`src/rtl/scl_gen_pkg.sv`:
```
package scl_gen_pkg;

   typedef enum logic [1:0] {
      PH_IDLE = 2'd0,
      PH_LOW  = 2'd1,
      PH_HIGH = 2'd2
   } phase_t;

endpackage

```
`src/rtl/scl_prescaler.sv`:
```
module scl_prescaler #(
   parameter int PRESCALE = 8,
   localparam int PS_W    = (PRESCALE > 1) ? $clog2(PRESCALE) : 1
) (
   input  logic            clk,
   input  logic            rst_n,
   input  logic            clear,
   output logic            tick,
   output logic [PS_W-1:0] pos
);

   generate
      if (PRESCALE < 2) begin : g_bad
         $error("scl_prescaler: PRESCALE must be at least 2");
      end
   endgenerate

   generate
      if ((PRESCALE & (PRESCALE - 1)) == 0) begin : g_pow2
         // natural wrap of a power-of-two counter
         always_ff @(posedge clk or negedge rst_n) begin
            if (!rst_n)     pos <= '0;
            else if (clear) pos <= '0;
            else            pos <= pos + 1'b1;
         end
         assign tick = &pos;
      end else begin : g_cmp
         logic at_end;
         assign at_end = (pos == PS_W'(PRESCALE - 1));
         always_ff @(posedge clk or negedge rst_n) begin
            if (!rst_n)      pos <= '0;
            else if (clear)  pos <= '0;
            else if (at_end) pos <= '0;
            else             pos <= pos + 1'b1;
         end
         assign tick = at_end;
      end
   endgenerate

endmodule

```
`src/rtl/scl_phase_counter.sv`:
```
module scl_phase_counter #(
   parameter int DIV_W = 16
) (
   input  logic             clk,
   input  logic             rst_n,
   input  logic             clear,
   input  logic             tick,
   input  logic [DIV_W-1:0] limit,
   output logic [DIV_W-1:0] count,
   output logic             last
);

   generate
      if (DIV_W < 1) begin : g_bad
         $error("scl_phase_counter: DIV_W must be positive");
      end
   endgenerate

   assign last = tick && (count == limit);

   always_ff @(posedge clk or negedge rst_n) begin
      if (!rst_n)     count <= '0;
      else if (clear) count <= '0;
      else if (last)  count <= '0;
      else if (tick)  count <= count + 1'b1;
   end

endmodule

```
`src/rtl/scl_div_latch.sv`:
```
module scl_div_latch #(
   parameter int DIV_W  = 16,
   localparam int WORD_W = 2 * DIV_W
) (
   input  logic              clk,
   input  logic              rst_n,
   input  logic              load,
   input  logic [WORD_W-1:0] word,
   output logic [DIV_W-1:0]  lo_cnt,
   output logic [DIV_W-1:0]  hi_cnt
);

   always_ff @(posedge clk or negedge rst_n) begin
      if (!rst_n) begin
         lo_cnt <= '0;
         hi_cnt <= '0;
      end else if (load) begin
         lo_cnt <= word[DIV_W-1:0];
         hi_cnt <= word[WORD_W-1:DIV_W];
      end
   end

endmodule

```
`src/rtl/scl_mid_detect.sv`:
```
module scl_mid_detect #(
   parameter int DIV_W    = 16,
   parameter int PRESCALE = 8,
   localparam int PS_W    = (PRESCALE > 1) ? $clog2(PRESCALE) : 1,
   localparam int IDX_W   = DIV_W + PS_W + 1
) (
   input  logic [DIV_W-1:0] count,
   input  logic [PS_W-1:0]  pos,
   input  logic [DIV_W-1:0] lo_cnt,
   output logic             hit
);

   generate
      if ((PRESCALE % 2) != 0) begin : g_bad
         $error("scl_mid_detect: PRESCALE must be even for an exact midpoint");
      end
   endgenerate

   logic [IDX_W-1:0] idx;
   logic [IDX_W-1:0] mid;

   assign idx = IDX_W'(count) * IDX_W'(PRESCALE) + IDX_W'(pos);
   assign mid = (IDX_W'(lo_cnt) + IDX_W'(1)) * IDX_W'(PRESCALE / 2);
   assign hit = (idx == mid);

endmodule

```
`src/rtl/scl_phase_gen.sv`:
```
module scl_phase_gen #(
   parameter int DIV_W    = 16,
   parameter int PRESCALE = 8,
   localparam int WORD_W  = 2 * DIV_W,
   localparam int PS_W    = (PRESCALE > 1) ? $clog2(PRESCALE) : 1
) (
   input  logic              clk,
   input  logic              rst_n,
   input  logic              enable,
   input  logic [WORD_W-1:0] div_word,
   output logic              scl_out,
   output logic              sda_stb,
   output logic              sample_stb
);
   import scl_gen_pkg::*;

   phase_t state_q, state_d;

   logic              pre_tick;
   logic [PS_W-1:0]   pre_pos;
   logic [DIV_W-1:0]  ph_count;
   logic              ph_last;
   logic [DIV_W-1:0]  lo_cnt, hi_cnt;
   logic [DIV_W-1:0]  limit;
   logic              mid_hit;
   logic              start_low;
   logic              clr;

   always_comb begin
      state_d = state_q;
      unique case (state_q)
         PH_IDLE: if (enable) state_d = PH_LOW;
         PH_LOW: begin
            if (!enable)     state_d = PH_IDLE;
            else if (ph_last) state_d = PH_HIGH;
         end
         PH_HIGH: begin
            if (!enable)     state_d = PH_IDLE;
            else if (ph_last) state_d = PH_LOW;
         end
         default: state_d = PH_IDLE;
      endcase
   end

   always_ff @(posedge clk or negedge rst_n) begin
      if (!rst_n) state_q <= PH_IDLE;
      else        state_q <= state_d;
   end

   assign start_low = (state_d == PH_LOW) && (state_q != PH_LOW);
   assign clr       = (state_d != state_q) || (state_q == PH_IDLE);
   assign limit     = (state_q == PH_LOW) ? lo_cnt : hi_cnt;

   scl_prescaler #(.PRESCALE(PRESCALE)) u_pre (
      .clk   (clk),
      .rst_n (rst_n),
      .clear (clr),
      .tick  (pre_tick),
      .pos   (pre_pos)
   );

   scl_phase_counter #(.DIV_W(DIV_W)) u_cnt (
      .clk   (clk),
      .rst_n (rst_n),
      .clear (clr),
      .tick  (pre_tick),
      .limit (limit),
      .count (ph_count),
      .last  (ph_last)
   );

   scl_div_latch #(.DIV_W(DIV_W)) u_lat (
      .clk    (clk),
      .rst_n  (rst_n),
      .load   (start_low),
      .word   (div_word),
      .lo_cnt (lo_cnt),
      .hi_cnt (hi_cnt)
   );

   scl_mid_detect #(.DIV_W(DIV_W), .PRESCALE(PRESCALE)) u_mid (
      .count  (ph_count),
      .pos    (pre_pos),
      .lo_cnt (lo_cnt),
      .hit    (mid_hit)
   );

   assign scl_out    = (state_q != PH_LOW);
   assign sda_stb    = (state_q == PH_LOW) && mid_hit;
   assign sample_stb = (state_q == PH_HIGH) && (ph_count == '0) && (pre_pos == '0);

endmodule

```
`config.mk`:
```
export PLATFORM = sky130hd
export DESIGN_NAME = scl_phase_gen
export DESIGN_NICKNAME = d
export VERILOG_FILES = /design/src/rtl/scl_gen_pkg.sv /design/src/rtl/scl_prescaler.sv /design/src/rtl/scl_phase_counter.sv /design/src/rtl/scl_div_latch.sv /design/src/rtl/scl_mid_detect.sv /design/src/rtl/scl_phase_gen.sv
export SDC_FILE = /design/constraint.sdc
export NUM_CORES = 1
export LEC_CHECK = 0
export ABC_AREA = 1
export CAP_MARGIN = 20
export CORE_ASPECT_RATIO = 1.4
export CORE_MARGIN = 10
export CORE_UTILIZATION = 55
export DETAILED_ROUTE_END_ITERATION = 12
export GPL_ROUTABILITY_DRIVEN = 0
export GPL_TIMING_DRIVEN = 1
export PLACE_DENSITY_LB_ADDON = 0.2
export REMOVE_ABC_BUFFERS = 1
export SLEW_MARGIN = 40
export SYNTH_ARGS = -nofsm -noshare
export SYNTH_HDL_FRONTEND = slang
export SYNTH_SLANG_ARGS = --single-unit
```
`constraint.sdc`:
```
create_clock -name clk -period 5.3 [get_ports clk]
set_clock_uncertainty 0.2 [all_clocks]
set_input_delay 0.795 -clock clk [delete_from_list [all_inputs] [get_ports clk]]
set_output_delay 0.795 -clock clk [all_outputs]
set_load 0.005 [all_outputs]
```
# After elaboration in Yosys (flattened, before gate mapping)
# Cells that the tools add are included.
dict set report word_totals {
  wordCells 38
  output_inout_bits 3
  register_bits 53
}
dict set report classes {
  n_addsub 4
  eq_ne 7
  n_reduce_logical 11
  n_mux 11
}
# op count
set ops {}
lappend ops {{$mux 16} 4}
lappend ops {{$add 19x3->20} 1}
lappend ops {{$eq 20x20->1} 1}
lappend ops {{$add 16x1->17 const B} 1}
lappend ops {{$add 16x1->16 const B} 1}
lappend ops {{$eq 16x16->1} 1}
lappend ops {{$logic_not 16->1} 1}
lappend ops {{$mux 2} 5}
lappend ops {{$pmux 2 s3} 1}
lappend ops {{$logic_and 1x1->1} 5}
lappend ops {{$eq 2x1->1 const B} 2}
lappend ops {{$add 3x1->3 const B} 1}
lappend ops {{$logic_not 3->1} 1}
lappend ops {{$mux 3} 1}
lappend ops {{$reduce_and 3->1} 1}
lappend ops {{$reduce_bool 3->1} 1}
lappend ops {{$eq 2x2->1 const B} 1}
lappend ops {{$logic_not 2->1} 1}
lappend ops {{$ne 2x1->1 const B} 1}
lappend ops {{$ne 2x2->1} 1}
lappend ops {{$logic_or 1x1->1} 1}

# Depth between registers and ports, before layout
dict set report depth {
  ltp_word 10
  depth_mapped 16
  ltp_nobuf 14
}

# Modules after synthesis
# Synthesis repeated with hierarchy kept, for this count alone.
dict set report hier_totals {
  hier_cells 629
  area_unflattened_um2 4005.1
}
# module area_each_um2 cells_per_inst seq_area_each_um2 n_inst
set by_module_without_submodules {}
lappend by_module_without_submodules {scl_phase_counter 1342.5 228 400.4 1}
lappend by_module_without_submodules {scl_div_latch 1292.5 136 800.8 1}
lappend by_module_without_submodules {scl_mid_detect 817.0 168 0.0 1}
lappend by_module_without_submodules {scl_phase_gen 434.2 87 50.0 1}
lappend by_module_without_submodules {scl_prescaler 118.9 10 75.1 1}

# Least setup slack after synthesis
# No wires, ideal clock.
dict set report synth_timing {
  kind {flip-flop to output port}
  from {reg u_lat.lo_cnt[0]}
  to {out sda_stb}
  path_slack_ps 2653
  arrival_time_ps 1652
  path_stages_with_launch 11
  path_buffers 0
  cell_sequence {dfrtp_1 -> ha_1 -> nand3_1 -> nor2_1 -> nand2_1 -> inv_1 -> nand3_1 -> nor3_1 -> xor2_1 -> nand3_1 -> nor2_1}
}
dict set report synth_between {
  elab_chain_len 3
}
# item line
set synth_rtl {}
lappend synth_rtl {{from (decl)} scl_div_latch.sv:9} ;# output logic [DIV_W-1:0] lo_cnt,
lappend synth_rtl {{from (signal assigned)} scl_div_latch.sv:18} ;# lo_cnt <= word[DIV_W-1:0];
lappend synth_rtl {{$add 16x1->17} scl_mid_detect.sv:23} ;# assign mid = (IDX_W'(lo_cnt) + IDX_W'(1)) * IDX_W'(PRESCALE / 2);
lappend synth_rtl {{$eq 20x20->1} scl_mid_detect.sv:24} ;# assign hit = (idx == mid);
lappend synth_rtl {{$logic_and 1x1->1} scl_phase_gen.sv:89} ;# assign sda_stb = (state_q == PH_LOW) && mid_hit;
lappend synth_rtl {{to (decl)} scl_phase_gen.sv:12} ;# output logic sda_stb,
# Every way passes these cells.

# Final worst setup path
# Same ends and word-level chain as after synthesis.

==> metrics.yaml <==
status: "finished, final reports clean"
antenna_cells: 0
drtIter0Drc: 293
worstSetupEndpoint: "sda_stb"
grt_pass1_wl_um: 15700
die_area_mm2: 0.0101
vdd_drop_max_mv: 0.183
rows: 34
core_area_mm2: 0.00625
finalSetupViolations: 0
syn_area_mm2: 0.00354
hold_path_class: "register to register"
endpoint_kind: "output pin"
grt_pass1_vias: 3384
overflow: 0
syn_inst: 512
vias: 3376
critical-path-top-delay-family: "simple AND/OR/NAND/NOR gates"
dp_hpwl_um: 6470
multi_input_comb_area_mm2: 0.00187
r2r_start: "state_q[0]$_DFF_PN0_"
cts_tree: "yes"
ys_seq_area_share_pct: 37.5
synth-seq-cells: 53
crit_type: "register to output pin"
cts_buffers: 5
syn_to_final_growth_pct: 12.0
firstDrtPassIters: 5
syn_avg_cell_area_um2: 6.92
htree_levels: 2
drt-total-wl_um: 9040
seqCellArea_mm2: 0.00133
cts.sinks: 53
cts_resized: 0
cp.arrival_ns: 2.75
nNetsFinal: 579
setup_slack_ns: 1.56
power_density_mw_per_mm2: 224
crit_path_max_incr_delay_ns: 0.51
period_share_pct: 70.6
postRouteAntennaNets: 0
grt_max_degree: 54
die_w_um: 87.8
yosysTopAreaCell: "dfrtp_1"
io_pins: 38
root_buffer: "clkbuf_8"
finalHoldViolations: 0
slew_headroom_pct: 55.0
drt-vias-per-instance: 5.53
cp.buffers_inverters: 2
yosysUniqueCellTypes: 27
fill_cells: 594
portBuffers: 37
cp_cell_sequence: "ha_1 > nand3_1 > nor2_1 > nand2_1 > inv_1 > nand3_1 > nor3_1 > xor2_1 > nand3_1 > nor2_1 > clkdlybuf4s50_1"
reg2reg_depth: 13
place_ws_ns: 1.92
fin_cells: 610
setup-tns-final_ns: 0
insertion_delay_ns: 0.31
netlist.area_leader.share_pct: 37.5
dp.cells: 603
clockBufferDepth: 2
cp_slowest_cell: "clkdlybuf4s50_1"
cts_hold_buf: 0
cp.depth: 11
total_power_uw: 887
synth_warnings: 0
drcViolationCount: 0
path_common_cell: "nand3_1"
fmax_ghz: 0.267
critPathLaunch: "u_lat.lo_cnt[0]$_DFFE_PN0P_"
drv_slew: 0
cap_violations: 0
grt_usage_pct: 18.7
p_leak_nw: 1.99
startpoint_type: "register"
worstPathRequired_ns: 4.30
worstPathMaxFanout: 6
postCtsSetupBuffers: 0
antenna_found_initial: 0
rsz0062_at_grt: "false"
drive_above_1_share_pct: 4.09
post-route-min-period_ns: 3.74
initial_core_util_pct: 56.6
synth_area_leaders: "dfrtp_1 37%, nand2_1 19%, nand4_1 6.9%"
die_y_um: 115
wl_per_cell_um: 14.8
cts.clk_slew.worst_paths_ns: 0.09
timing.rr.end: "u_lat.lo_cnt[6]$_DFFE_PN0P_"
worst_pin_slew_ns: 0.674
r2r_setup_slack_ns: 2.04
-- stage by stage --
stage | hold WS (ns) | instance area, µm² | util, %
detailed placement | 0.259 | 3880 | 62.1
floorplan | 0.232 | 3410 | -
global route | 0.302 | 3970 | 63.4
global placement | 0.245 | 3880 | 62.1
CTS | 0.275 | 3970 | 63.5
finish | 0.269 | 3970 | 63.4
-- how the worst min path moves through the flow --
stage                                 from                endpoint  slack (ns)  cells past startpoint
finish              u_pre.pos[0]$_DFF_PN0_  u_pre.pos[0]$_DFF_PN0_        0.27                      1
global route        u_pre.pos[0]$_DFF_PN0_  u_pre.pos[0]$_DFF_PN0_        0.30                      1
CTS                 u_pre.pos[0]$_DFF_PN0_  u_pre.pos[0]$_DFF_PN0_        0.27                      1
detailed placement  u_pre.pos[0]$_DFF_PN0_  u_pre.pos[0]$_DFF_PN0_        0.26                      1
global placement    u_pre.pos[0]$_DFF_PN0_  u_pre.pos[0]$_DFF_PN0_        0.24                      1
floorplan           u_pre.pos[0]$_DFF_PN0_  u_pre.pos[0]$_DFF_PN0_        0.23                      1
-- state kept, by name, summed over array words and instances, names as in the netlist --
name and flops:
u_lat.lo_cnt 16, state_q 2, u_pre.pos 3, u_cnt.count 16, u_lat.hi_cnt 16
-- worst register-to-register path: stages (launching register included) --
cell     delay (ns)
dfrtp_1        0.78
nand2_4        0.33
nand2_1        0.17
nand2_1        0.06
nand2_1        0.06
nand2_1        0.05
nor2_1         0.14
nand2_1        0.07
nor2_1         0.14
nand3_2        0.16
nand2_4        0.35
nand3_4        0.42
nand2_1        0.18
nand2_1        0.06
-- power by group --
part	internal, mW	leakage (nW)	total (mW)	switching, mW
registers	0.435	0.686	0.469	0.0339
clock network	0.104	0.0443	0.236	0.132
logic	0.0780	1.26	0.182	0.104
-- Yosys cell counts (all sizes together) --
library cell,instances
buf,13
xor2,21
nand3b,1
nand2,184
nor4,2
a31oi,2
nor3,12
clkbuf,8
nor2,47
nand4,39
xnor2,5
a21oi,4
dfrtp,53
o211ai,2
inv,56
nand3,48
or2,3
o21ai,6
ha,6
-- cell type report --
type                            count  area share [%]
Clock buffer                        7            2.18
Sequential cell                    53            33.4
Tap cell                           72            2.27
Timing Repair Buffer               40            9.65
Inverter                           56            5.30
Multi-Input combinational cell    382            47.2
-- per-layer routing --
metal	vias to the layer above	global-route usage [%]	wire length, µm
met4	0	6.29	163
met5	-	0	0
met3	14	2.90	460
li1	1694	-	-
met2	95	33.4	4720
met1	1573	22.0	3690
-- cells by family (layout without fill, tap and decap cells) --
family,after synthesis,after routing,share of synthesized area (%)
buffers and inverters,77,103,9.72
DFF,53,53,37.5
and+or+nand+nor,336,336,42.1
AOI/OAI and AO/OA,14,14,2.19
xor gates and xnor gates,26,26,6.43
adders and majority gates,6,6,2.12
-- cell usage in the layout (no fill, tap or decap), drive strengths merged --
master | synthesis | routed
a21oi | 4 | 4
a31oi | 2 | 2
buf | 13 | 5
clkbuf | 8 | 7
clkdlybuf4s50 | 0 | 35
dfrtp | 53 | 53
ha | 6 | 6
inv | 56 | 56
nand2 | 184 | 184
nand3 | 48 | 48
nand3b | 1 | 1
nand4 | 39 | 39
nor2 | 47 | 47
nor3 | 12 | 12
nor4 | 2 | 2
o211ai | 2 | 2
o21ai | 6 | 6
or2 | 3 | 3
xnor2 | 5 | 5
xor2 | 21 | 21
Power figures use the tool's default switching activity.
